## src/rtl/audio_clk_ratio_detect.sv

```systemverilog
module audio_clk_ratio_detect #(
  parameter int unsigned REF_HZ      = 147_456_000,
  parameter int unsigned LOCK_FRAMES = 4,
  parameter int unsigned TOL_PCT     = 2
) (
  input  logic       clk,
  input  logic       rst_n,
  input  logic       fsync_in,
  input  logic       bclk_in,
  input  logic       ctrl_mode,
  input  logic       mclk_512,
  output logic [3:0] ratio_code,
  output logic [2:0] rate_code,
  output logic       fam_441,
  output logic       cfg_ok,
  output logic       locked,
  output logic       no_clk,
  output logic [6:0] div_idx
);

  localparam int unsigned TO_CYC = 2 * (REF_HZ / 7350 + 1);
  localparam int PW = $clog2(TO_CYC + 1);
  localparam int CW = $clog2(LOCK_FRAMES + 1);
  localparam int BW = 10;
  localparam int NRATE = 14;

  function automatic int unsigned rate_hz(input int k);
    case (k)
      0: rate_hz = 8000;
      1: rate_hz = 16000;
      2: rate_hz = 24000;
      3: rate_hz = 32000;
      4: rate_hz = 48000;
      5: rate_hz = 96000;
      6: rate_hz = 192000;
      7: rate_hz = 7350;
      8: rate_hz = 14700;
      9: rate_hz = 22050;
      10: rate_hz = 29400;
      11: rate_hz = 44100;
      12: rate_hz = 88200;
      13: rate_hz = 176400;
      default: rate_hz = 1;
    endcase
  endfunction

  function automatic logic is_reserved(input logic [3:0] rt, input logic [2:0] rr, input logic fm);
    is_reserved = (rr == 3'd6 && rt >= 4'd7) ||
                  (rr == 3'd5 && rt >= 4'd9) ||
                  (!fm && rr == 3'd0 && rt <= 4'd1) ||
                  (fm && rr == 3'd0 && rt <= 4'd2) ||
                  (fm && rr == 3'd1 && rt == 4'd0);
  endfunction

  logic [2:0] fs_s, bc_s;
  always_ff @(posedge clk) begin
    if (!rst_n) begin
      fs_s <= '0;
      bc_s <= '0;
    end else begin
      fs_s <= {fs_s[1:0], fsync_in};
      bc_s <= {bc_s[1:0], bclk_in};
    end
  end

  wire fs_rise = fs_s[1] & ~fs_s[2];
  wire bc_rise = bc_s[1] & ~bc_s[2];

  logic [PW-1:0] per_cnt;
  logic [BW-1:0] bit_cnt;
  logic          armed;
  logic [3:0]    r_ratio;
  logic [2:0]    r_rate;
  logic          r_fam, r_ok, r_noclk;
  logic [CW-1:0] hit_cnt;

  logic [3:0] m_ratio;
  logic [2:0] m_rate;
  logic       m_fam, m_ok;

  always_comb begin
    case (bit_cnt)
      10'd16:  m_ratio = 4'd0;
      10'd24:  m_ratio = 4'd1;
      10'd32:  m_ratio = 4'd2;
      10'd48:  m_ratio = 4'd3;
      10'd64:  m_ratio = 4'd4;
      10'd96:  m_ratio = 4'd5;
      10'd128: m_ratio = 4'd6;
      10'd192: m_ratio = 4'd7;
      10'd256: m_ratio = 4'd8;
      10'd384: m_ratio = 4'd9;
      10'd512: m_ratio = 4'd10;
      default: m_ratio = 4'd15;
    endcase
  end

  always_comb begin
    m_rate = 3'd7;
    m_fam  = 1'b0;
    for (int k = 0; k < NRATE; k++) begin
      if (64'(per_cnt) * 64'd100 >= 64'(REF_HZ / rate_hz(k)) * 64'(100 - TOL_PCT) &&
          64'(per_cnt) * 64'd100 <= 64'(REF_HZ / rate_hz(k)) * 64'(100 + TOL_PCT)) begin
        m_rate = 3'(k % 7);
        m_fam  = (k >= 7);
      end
    end
  end

  assign m_ok = (m_ratio != 4'd15) && (m_rate != 3'd7) && !is_reserved(m_ratio, m_rate, m_fam);

  wire meas    = armed & fs_rise;
  wire timeout = !fs_rise && (per_cnt == PW'(TO_CYC - 1));
  wire same    = r_ok && r_ratio == m_ratio && r_rate == m_rate && r_fam == m_fam;

  always_ff @(posedge clk) begin
    if (!rst_n || ctrl_mode) begin
      per_cnt <= '0;
      bit_cnt <= '0;
      armed   <= 1'b0;
      r_ratio <= 4'd15;
      r_rate  <= 3'd7;
      r_fam   <= 1'b0;
      r_ok    <= 1'b0;
      r_noclk <= 1'b1;
      hit_cnt <= '0;
    end else begin
      if (fs_rise) begin
        per_cnt <= PW'(1);
        bit_cnt <= {{(BW-1){1'b0}}, bc_rise};
        armed   <= 1'b1;
      end else begin
        if (per_cnt != PW'(TO_CYC)) per_cnt <= per_cnt + 1'b1;
        if (bc_rise && bit_cnt != '1) bit_cnt <= bit_cnt + 1'b1;
      end
      if (meas) begin
        r_ratio <= m_ratio;
        r_rate  <= m_rate;
        r_fam   <= m_fam;
        r_ok    <= m_ok;
        r_noclk <= 1'b0;
        if (!m_ok)                              hit_cnt <= '0;
        else if (!same)                         hit_cnt <= CW'(1);
        else if (hit_cnt != CW'(LOCK_FRAMES))   hit_cnt <= hit_cnt + 1'b1;
      end else if (timeout) begin
        armed   <= 1'b0;
        r_ratio <= 4'd15;
        r_rate  <= 3'd7;
        r_fam   <= 1'b0;
        r_ok    <= 1'b0;
        r_noclk <= 1'b1;
        hit_cnt <= '0;
      end
    end
  end

  assign ratio_code = ctrl_mode ? (mclk_512 ? 4'd10 : 4'd8) : r_ratio;
  assign rate_code  = ctrl_mode ? 3'd7 : r_rate;
  assign fam_441    = ctrl_mode ? 1'b0 : r_fam;
  assign cfg_ok     = ctrl_mode | r_ok;
  assign locked     = !ctrl_mode && (hit_cnt >= CW'(LOCK_FRAMES));
  assign no_clk     = !ctrl_mode && r_noclk;
  assign div_idx    = ctrl_mode ? (7'd77 + {6'd0, mclk_512}) :
                      r_ok ? (7'(r_rate) * 7'd11 + 7'(r_ratio)) : 7'd0;

endmodule

```

## config.mk

```make
export PLATFORM = sky130hd
export DESIGN_NAME = audio_clk_ratio_detect
export DESIGN_NICKNAME = d
export VERILOG_FILES = /design/src/rtl/audio_clk_ratio_detect.sv
export SDC_FILE = /design/constraint.sdc
export NUM_CORES = 1
export LEC_CHECK = 0
export BUFFER_PORTS_ARGS = -buffer_cell sky130_fd_sc_hd__clkbuf_2
export CAP_MARGIN = 5
export CORE_MARGIN = 2
export CORE_UTILIZATION = 58
export CTS_CLUSTER_SIZE = 14
export DETAILED_ROUTE_END_ITERATION = 8
export PLACE_DENSITY = 0.76
export SYNTH_ARGS = -nofsm -noshare
export SYNTH_HDL_FRONTEND = slang
export SYNTH_SLANG_ARGS = --single-unit
```

## constraint.sdc

```tcl
create_clock -name clk -period 16.4 [get_ports clk]
set_clock_uncertainty 0.2 [all_clocks]
set_input_delay 0.82 -clock clk [delete_from_list [all_inputs] [get_ports clk]]
set_output_delay 0.82 -clock clk [all_outputs]
set_load 0.005 [all_outputs]
```

Word-level counts from Yosys, hierarchy flattened:

Cells that the tools add are included.

* output and inout port bits: 18
* bits of input ports: 6
* register bits: 46
* word-level logic and storage cells: 180

* $add $sub $neg: 5
* mux-type cells: 49
* eq/ne operators: 24
* bitwise logic cells: 6
* reduce and logical (&&, ||, !) cells: 48
* $mul: 2
* $lt $le $gt $ge: 33

Operators by type and width (number)
* >= comparator 23 x 19 -> 1 bit (second input constant): 4
* >= comparator 23 x 20 -> 1 bit (second input constant): 4
* less-or-equal comparator 23 x 19 -> 1 bit (second input constant): 4
* less-or-equal comparator 23 x 20 -> 1 bit (second input constant): 4
* 2-to-1 mux 3 bit: 22
* >= comparator 23 x 17 -> 1 bit (second input constant): 2
* >= comparator 23 x 18 -> 1 bit (second input constant): 2
* >= comparator 23 x 21 -> 1 bit (second input constant): 2
* less-or-equal comparator 23 x 17 -> 1 bit (second input constant): 2
* less-or-equal comparator 23 x 18 -> 1 bit (second input constant): 2
* less-or-equal comparator 23 x 21 -> 1 bit (second input constant): 2
* case mux 4 bit (11 select lines): 1
* logical AND 1 bit: 31
* multiplier 16 x 5 -> 21 bit (second input constant): 1
* equality test 10 x 5 -> 1 bit (second input constant): 2
* equality test 10 x 6 -> 1 bit (second input constant): 2
* equality test 10 x 7 -> 1 bit (second input constant): 2
* equality test 10 x 8 -> 1 bit (second input constant): 2
* equality test 10 x 9 -> 1 bit (second input constant): 2
* 2-to-1 mux 1 bit: 20
* adder 16 x 1 -> 16 bit (second input constant): 1
* equality test 16 bit (second input constant): 1
* != test 16 bit (second input constant): 1
* 2-to-1 mux 7 bit: 2
* other kinds (32): 49

Longest topological paths before layout:

* depth after elaboration: 27
* mapped depth: 23
* depth with buffers taken out: 21

Worst setup path after synthesis:

OpenSTA, ideal clock, no wires.

* path kind: register to register
* start: register per_cnt[2]
* end: register hit_cnt[2]
* arrival time: 5219 ps
* library setup time: 79 ps
* required time: 16121 ps
* path buffers: 0
* clock period less this slack: 5499 ps
* cell stages (with the launch flop): 19
* setup slack: 10901 ps
* cells stage by stage: dfxtp_1 inv_1 ha_1 ha_1 ha_1 fa_1 a211o_1 o21ai_0 xor2_1 or4_1 or4_1 a2111o_1 a41oi_2 nor4_1 xnor2_1 nor3_2 and4_1 o2111ai_1 a211oi_2

* cells in the longest elaborated chain, start to end: 27
* elaborated cells between the ends (all ways): 97
* classes of those cells: mul (1); order compare (28); eq/ne (8); mux (24); reduce/logical (36)

Ends and longest elaborated chain
* from (decl): line 69 `logic [PW-1:0] per_cnt;`
* from (signal assigned): line 133 `if (per_cnt != PW'(TO_CYC)) per_cnt <= per_cnt + 1'b1;`
* multiplier 16 x 5 -> 21 bit: line 102, 103
* >= comparator 23 x 21 -> 1 bit or less-or-equal comparator 23 x 21 -> 1 bit (tied branches): line 102, 103
* logical AND 1 bit: line 102 `if (64'(per_cnt) * 64'd100 >= 64'(REF_HZ / rate_hz(k)) * 64'(100 - TOL_PCT) &&`
* 2-to-1 mux 3 bit (14 in series): line 102
* equality test 3 bit, or another cell as far along: line 48 `is_reserved = (rr == 3'd6 && rt >= 4'd7) ||`
* logical AND 1 bit, on equally long branches: line 48, 49, 50
* logical OR 1 bit or logical AND 1 bit (tied branches): line 48, 50
* logical OR 1 bit: line 49 `(rr == 3'd5 && rt >= 4'd9) ||`
* logical OR 1 bit: line 50 `(!fm && rr == 3'd0 && rt <= 4'd1) ||`
* logical OR 1 bit: line 51 `(fm && rr == 3'd0 && rt <= 4'd2) ||`
* logical NOT 1 bit: line 110 `assign m_ok = (m_ratio != 4'd15) && (m_rate != 3'd7) && !is_reserved(m_ratio, m_rate, m_fam);`
* logical AND 1 bit: line 110
* != test 4 x 3 -> 1 bit (no line) or 2-to-1 mux 3 bit (tied branches)
* AND reduction 2 bit (no line) or 2-to-1 mux 3 bit (tied branches)
* to (signal assigned): line 144 `else if (hit_cnt != CW'(LOCK_FRAMES)) hit_cnt <= hit_cnt + 1'b1;`
* to (decl): line 75 `logic [CW-1:0] hit_cnt;`

Several ways; a longest one is shown, not always the timed one.
A chain may end at the register's enable or synchronous reset.

Worst setup path in the final report:

Ends and elaborated chain as after synthesis.

==> results.yml <==
global_route:
  grt_usage: 0.2806
  grt_overflow: 0
  grt_max_degree: 25
  grt_pass1_vias: 5315
  antenna_found_initial: 0
  grt_pass1_wl_microns: 26010
critical_path:
  crit_family: "compound AO/OA/AOI/OAI gates"
  required_ns: 16.44
  crit_arrival_ns: 6.45
  slowest_delay_ns: 0.64
  worstPathMaxFanout: 13
  path_class: "reg2reg"
  path_cells: "inv_1, ha_1, ha_1, ha_1, fa_1, a211oi_1, o211ai_1, a22o_1, nor2_1, o2111ai_1, nand3b_1, a211oi_1, nor3_1, a21boi_0, a22oi_1, o311ai_2, o2111ai_1, a211oi_2"
  cp_common_cell: "ha_1"
  cp.buffers_inverters: 1
  worstSetupStartpointType: "register"
  cp-end-kind: "register"
  r2r_start: "per_cnt[2]"
  critPathLaunch: "per_cnt[2]"
  cp_slowest_cell: "nor2_1"
drt:
  drtIter0Drc: 512
  drt-total-wl_microns: 15800
  dr.pass1.iters: 5
  ant_nets: 0
  drc: 0
  wl_per_cell_microns: 17.25
  viasPerCell: 6.291
  num_vias: 5763
layout:
  antennaDiodeCount: 0
  syn2layout_area_growth_pct: 4.329
  nFillCells: 918
  layout-drive-gt1-share: 0.07308
  layout.nets: 877
logic_synthesis:
  synth_edf_count: 0
  synth-main-ff-cell: "dfxtp_1"
  synth-compound-area-share: 0.2439
  ys_warn_count: 0
  synth_xor_xnor_area_share: 0.06993
  synthDistinctLibCells: 81
  netlist_area_sq_um: 6012
  synth_top_family_by_area: "compound AO/OA/AOI/OAI gates"
  yosys.area_share.simple: 0.2337
  netlist.area_leader.share: 0.1623
  synth-seq-area-share: 0.1532
  synth_fa_ha_area_frac: 0.2089
  yosys.area.top_type: "ha_1"
  syn_nets: 879
  ys_ff_latch: 46
  postSynth.asyncResetShare: 0
  synth_area_leaders: "ha_1 (16%), dfxtp_1 (15%), inv_1 (5.4%)"
  synth_mux_area_frac: 0.009990
  avgSynthCellArea_sq_um: 7.698
  syn_inst: 781
sta:
  rsz0062_at_grt: "no"
  hold_violations: 0
  tightest_slew_ns: 0.9900
  final.period_utilization: 0.3909
  fmaxAchievable_mhz: 156.0
  drv_slew: 0
  setup_viol: 0
  maxSlewHeadroom: 0.3378
  finalCriticalPeriod_ns: 6.410
  tns_ns: 0
  hold_ws_ns: 0.2417
die:
  rows: 37
  dieArea_sq_um: 11200
  start_util: 0.5903
  dieWidth_microns: 105.8
  coreArea_sq_um: 10180
  die_height_microns: 105.8
  io_pins: 24
power_and_ir_drop:
  ir_drop_uv: 65.62
  leakagePower_nw: 2.753
  power_density_nw_per_um2: 34.56
clocking:
  cts.sink_count: 46
  cts-root-buf: "clkbuf_8"
  cts_made_buffers: 5
  cts_max_level: 2
  clock_latency_ns: 0.31
  post_cts_buffers: 0
  post_cts_resized: 0
  clk_pin_slew_ns: 0.10
  cts_buffer_depth: 2
  holdBufCountCts: 0
  cts_tree: "done"
job:
  cap_viol_max_count: 0
placed_design:
  portBuffers: 23
  gp_congestion: 0.9624
  dp_hpwl_microns: 12580
worst_hold_path:
  worstHoldStart: "fs_s[0]"
  holdCritPathClass: "reg2reg"
outcome:
  run_status: "finished clean"
final timing paths:
kind / to / slack [ns] / depth (start not counted)
hold reg to reg: fs_s[1] / 0.24 / 1
setup / recovery: hit_cnt[2] / 9.99 / 18
setup reg to reg: hit_cnt[2] / 9.99 / 18
hold / removal: fs_s[1] / 0.24 / 1
stage by stage:
stage,area [sq um],utilization,std cells,power (mW),worst slack [ns]
finish,6272,0.6158,916,0.2168,9.990
global route,6272,0.6158,916,0.2228,9.466
CTS,6272,0.6158,916,0.2173,10.12
detailed placement,6160,0.6048,908,0.1311,10.15
global placement,6160,0.6048,908,0.1309,10.30
floorplan,6012,-,781,0.1263,10.90
synthesized netlist by cell type (4+ instances only):
| cell type | n |
|---|---|
| o21bai_1 | 4 |
| o2111ai_1 | 8 |
| o31ai_1 | 8 |
| a21o_1 | 16 |
| a22oi_1 | 4 |
| ha_1 | 78 |
| o21a_1 | 9 |
| xnor2_1 | 29 |
| or2_2 | 7 |
| buf_2 | 11 |
| fa_1 | 14 |
| nand4_1 | 19 |
| nand3_1 | 20 |
| a211oi_1 | 13 |
| nand2b_1 | 7 |
| a311oi_1 | 5 |
| o21ai_1 | 6 |
| o211ai_1 | 10 |
| and3_1 | 5 |
| mux2i_1 | 6 |
| nor3_1 | 26 |
| or4_1 | 5 |
| and4_1 | 7 |
| xor2_1 | 19 |
| a21oi_1 | 36 |
| o211a_1 | 6 |
| nor4_1 | 12 |
| a31oi_1 | 6 |
| nand2_1 | 50 |
| dfxtp_1 | 46 |
| or3_1 | 8 |
| nor2_1 | 67 |
| clkbuf_1 | 21 |
| inv_1 | 86 |
| o21ai_0 | 25 |
| nor2b_1 | 7 |
| and2_1 | 10 |
worst reg2reg max path, cell delays in order (launching register included):
cell and delay [ns]:
dfxtp_1 0.54, inv_1 0.18, ha_1 0.33, ha_1 0.31, ha_1 0.33, fa_1 0.51
a211oi_1 0.35, o211ai_1 0.23, a22o_1 0.28, nor2_1 0.64, o2111ai_1 0.30, nand3b_1 0.23
a211oi_1 0.60, nor3_1 0.15, a21boi_0 0.22, a22oi_1 0.13, o311ai_2 0.38, o2111ai_1 0.20
a211oi_2 0.24
state kept, by name, indices dropped and copies added (netlist names), 3 cells and up:
signal and count:
per_cnt 16, bit_cnt 10, r_ratio 4, bc_s 3, fs_s 3, hit_cnt 3
r_rate 3
layout by cell type, fill, tap and decap left out, types with 13 or more instances in the layout:
master | netlist | routed
a211oi_1 | 13 | 13
a21o_1 | 16 | 16
a21oi_1 | 36 | 36
clkbuf_2 | 0 | 23
dfxtp_1 | 46 | 46
fa_1 | 14 | 14
ha_1 | 78 | 78
inv_1 | 86 | 86
nand2_1 | 50 | 50
nand3_1 | 20 | 20
nand4_1 | 19 | 19
nor2_1 | 67 | 67
nor3_1 | 26 | 26
o21ai_0 | 25 | 25
xnor2_1 | 29 | 29
xor2_1 | 19 | 19
report_power, final:
| group | total (mW) | internal, mW | switching [mW] |
|---|---|---|---|
| combinational | 0.0154 | 0.00584 | 0.00951 |
| sequential | 0.113 | 0.113 | 0.000890 |
| clock | 0.0880 | 0.0458 | 0.0422 |
cell type report:
| class | instances | area, sq um | area share |
|---|---|---|---|
| multi-input combinational | 614 | 4608 | 0.7347 |
| sequential | 46 | 920.9 | 0.1468 |
| inverter | 86 | 322.8 | 0.05147 |
| tap | 136 | 170.2 | 0.02713 |
| timing repair buffer | 26 | 137.6 | 0.02194 |
| clock buffer | 5 | 68.82 | 0.01097 |
| clock inverter | 3 | 43.79 | 0.006982 |
logic make-up (layout without fill, tap and decap cells):
logic type,count (synthesis),in the layout
AO/OA/AOI/OAI,200,200
XOR/XNOR,48,48
adder cells (fa/ha/maj),92,92
buffers and inverters,121,120
flip-flops,46,46
multiplexers,6,6
AND/OR/NAND/NOR,268,268
metal layers:
metal / GRT usage / vias up / part of all wire
met4: 0.06767 / 0 / 0.019
met5: 0 / - / 0
met2: 0.4424 / 193 / 0.45
li1: - / 2823 / -
met3: 0.02659 / 26 / 0.053
met1: 0.4119 / 2721 / 0.48
No activity file was read; power rests on OpenSTA's default activity.
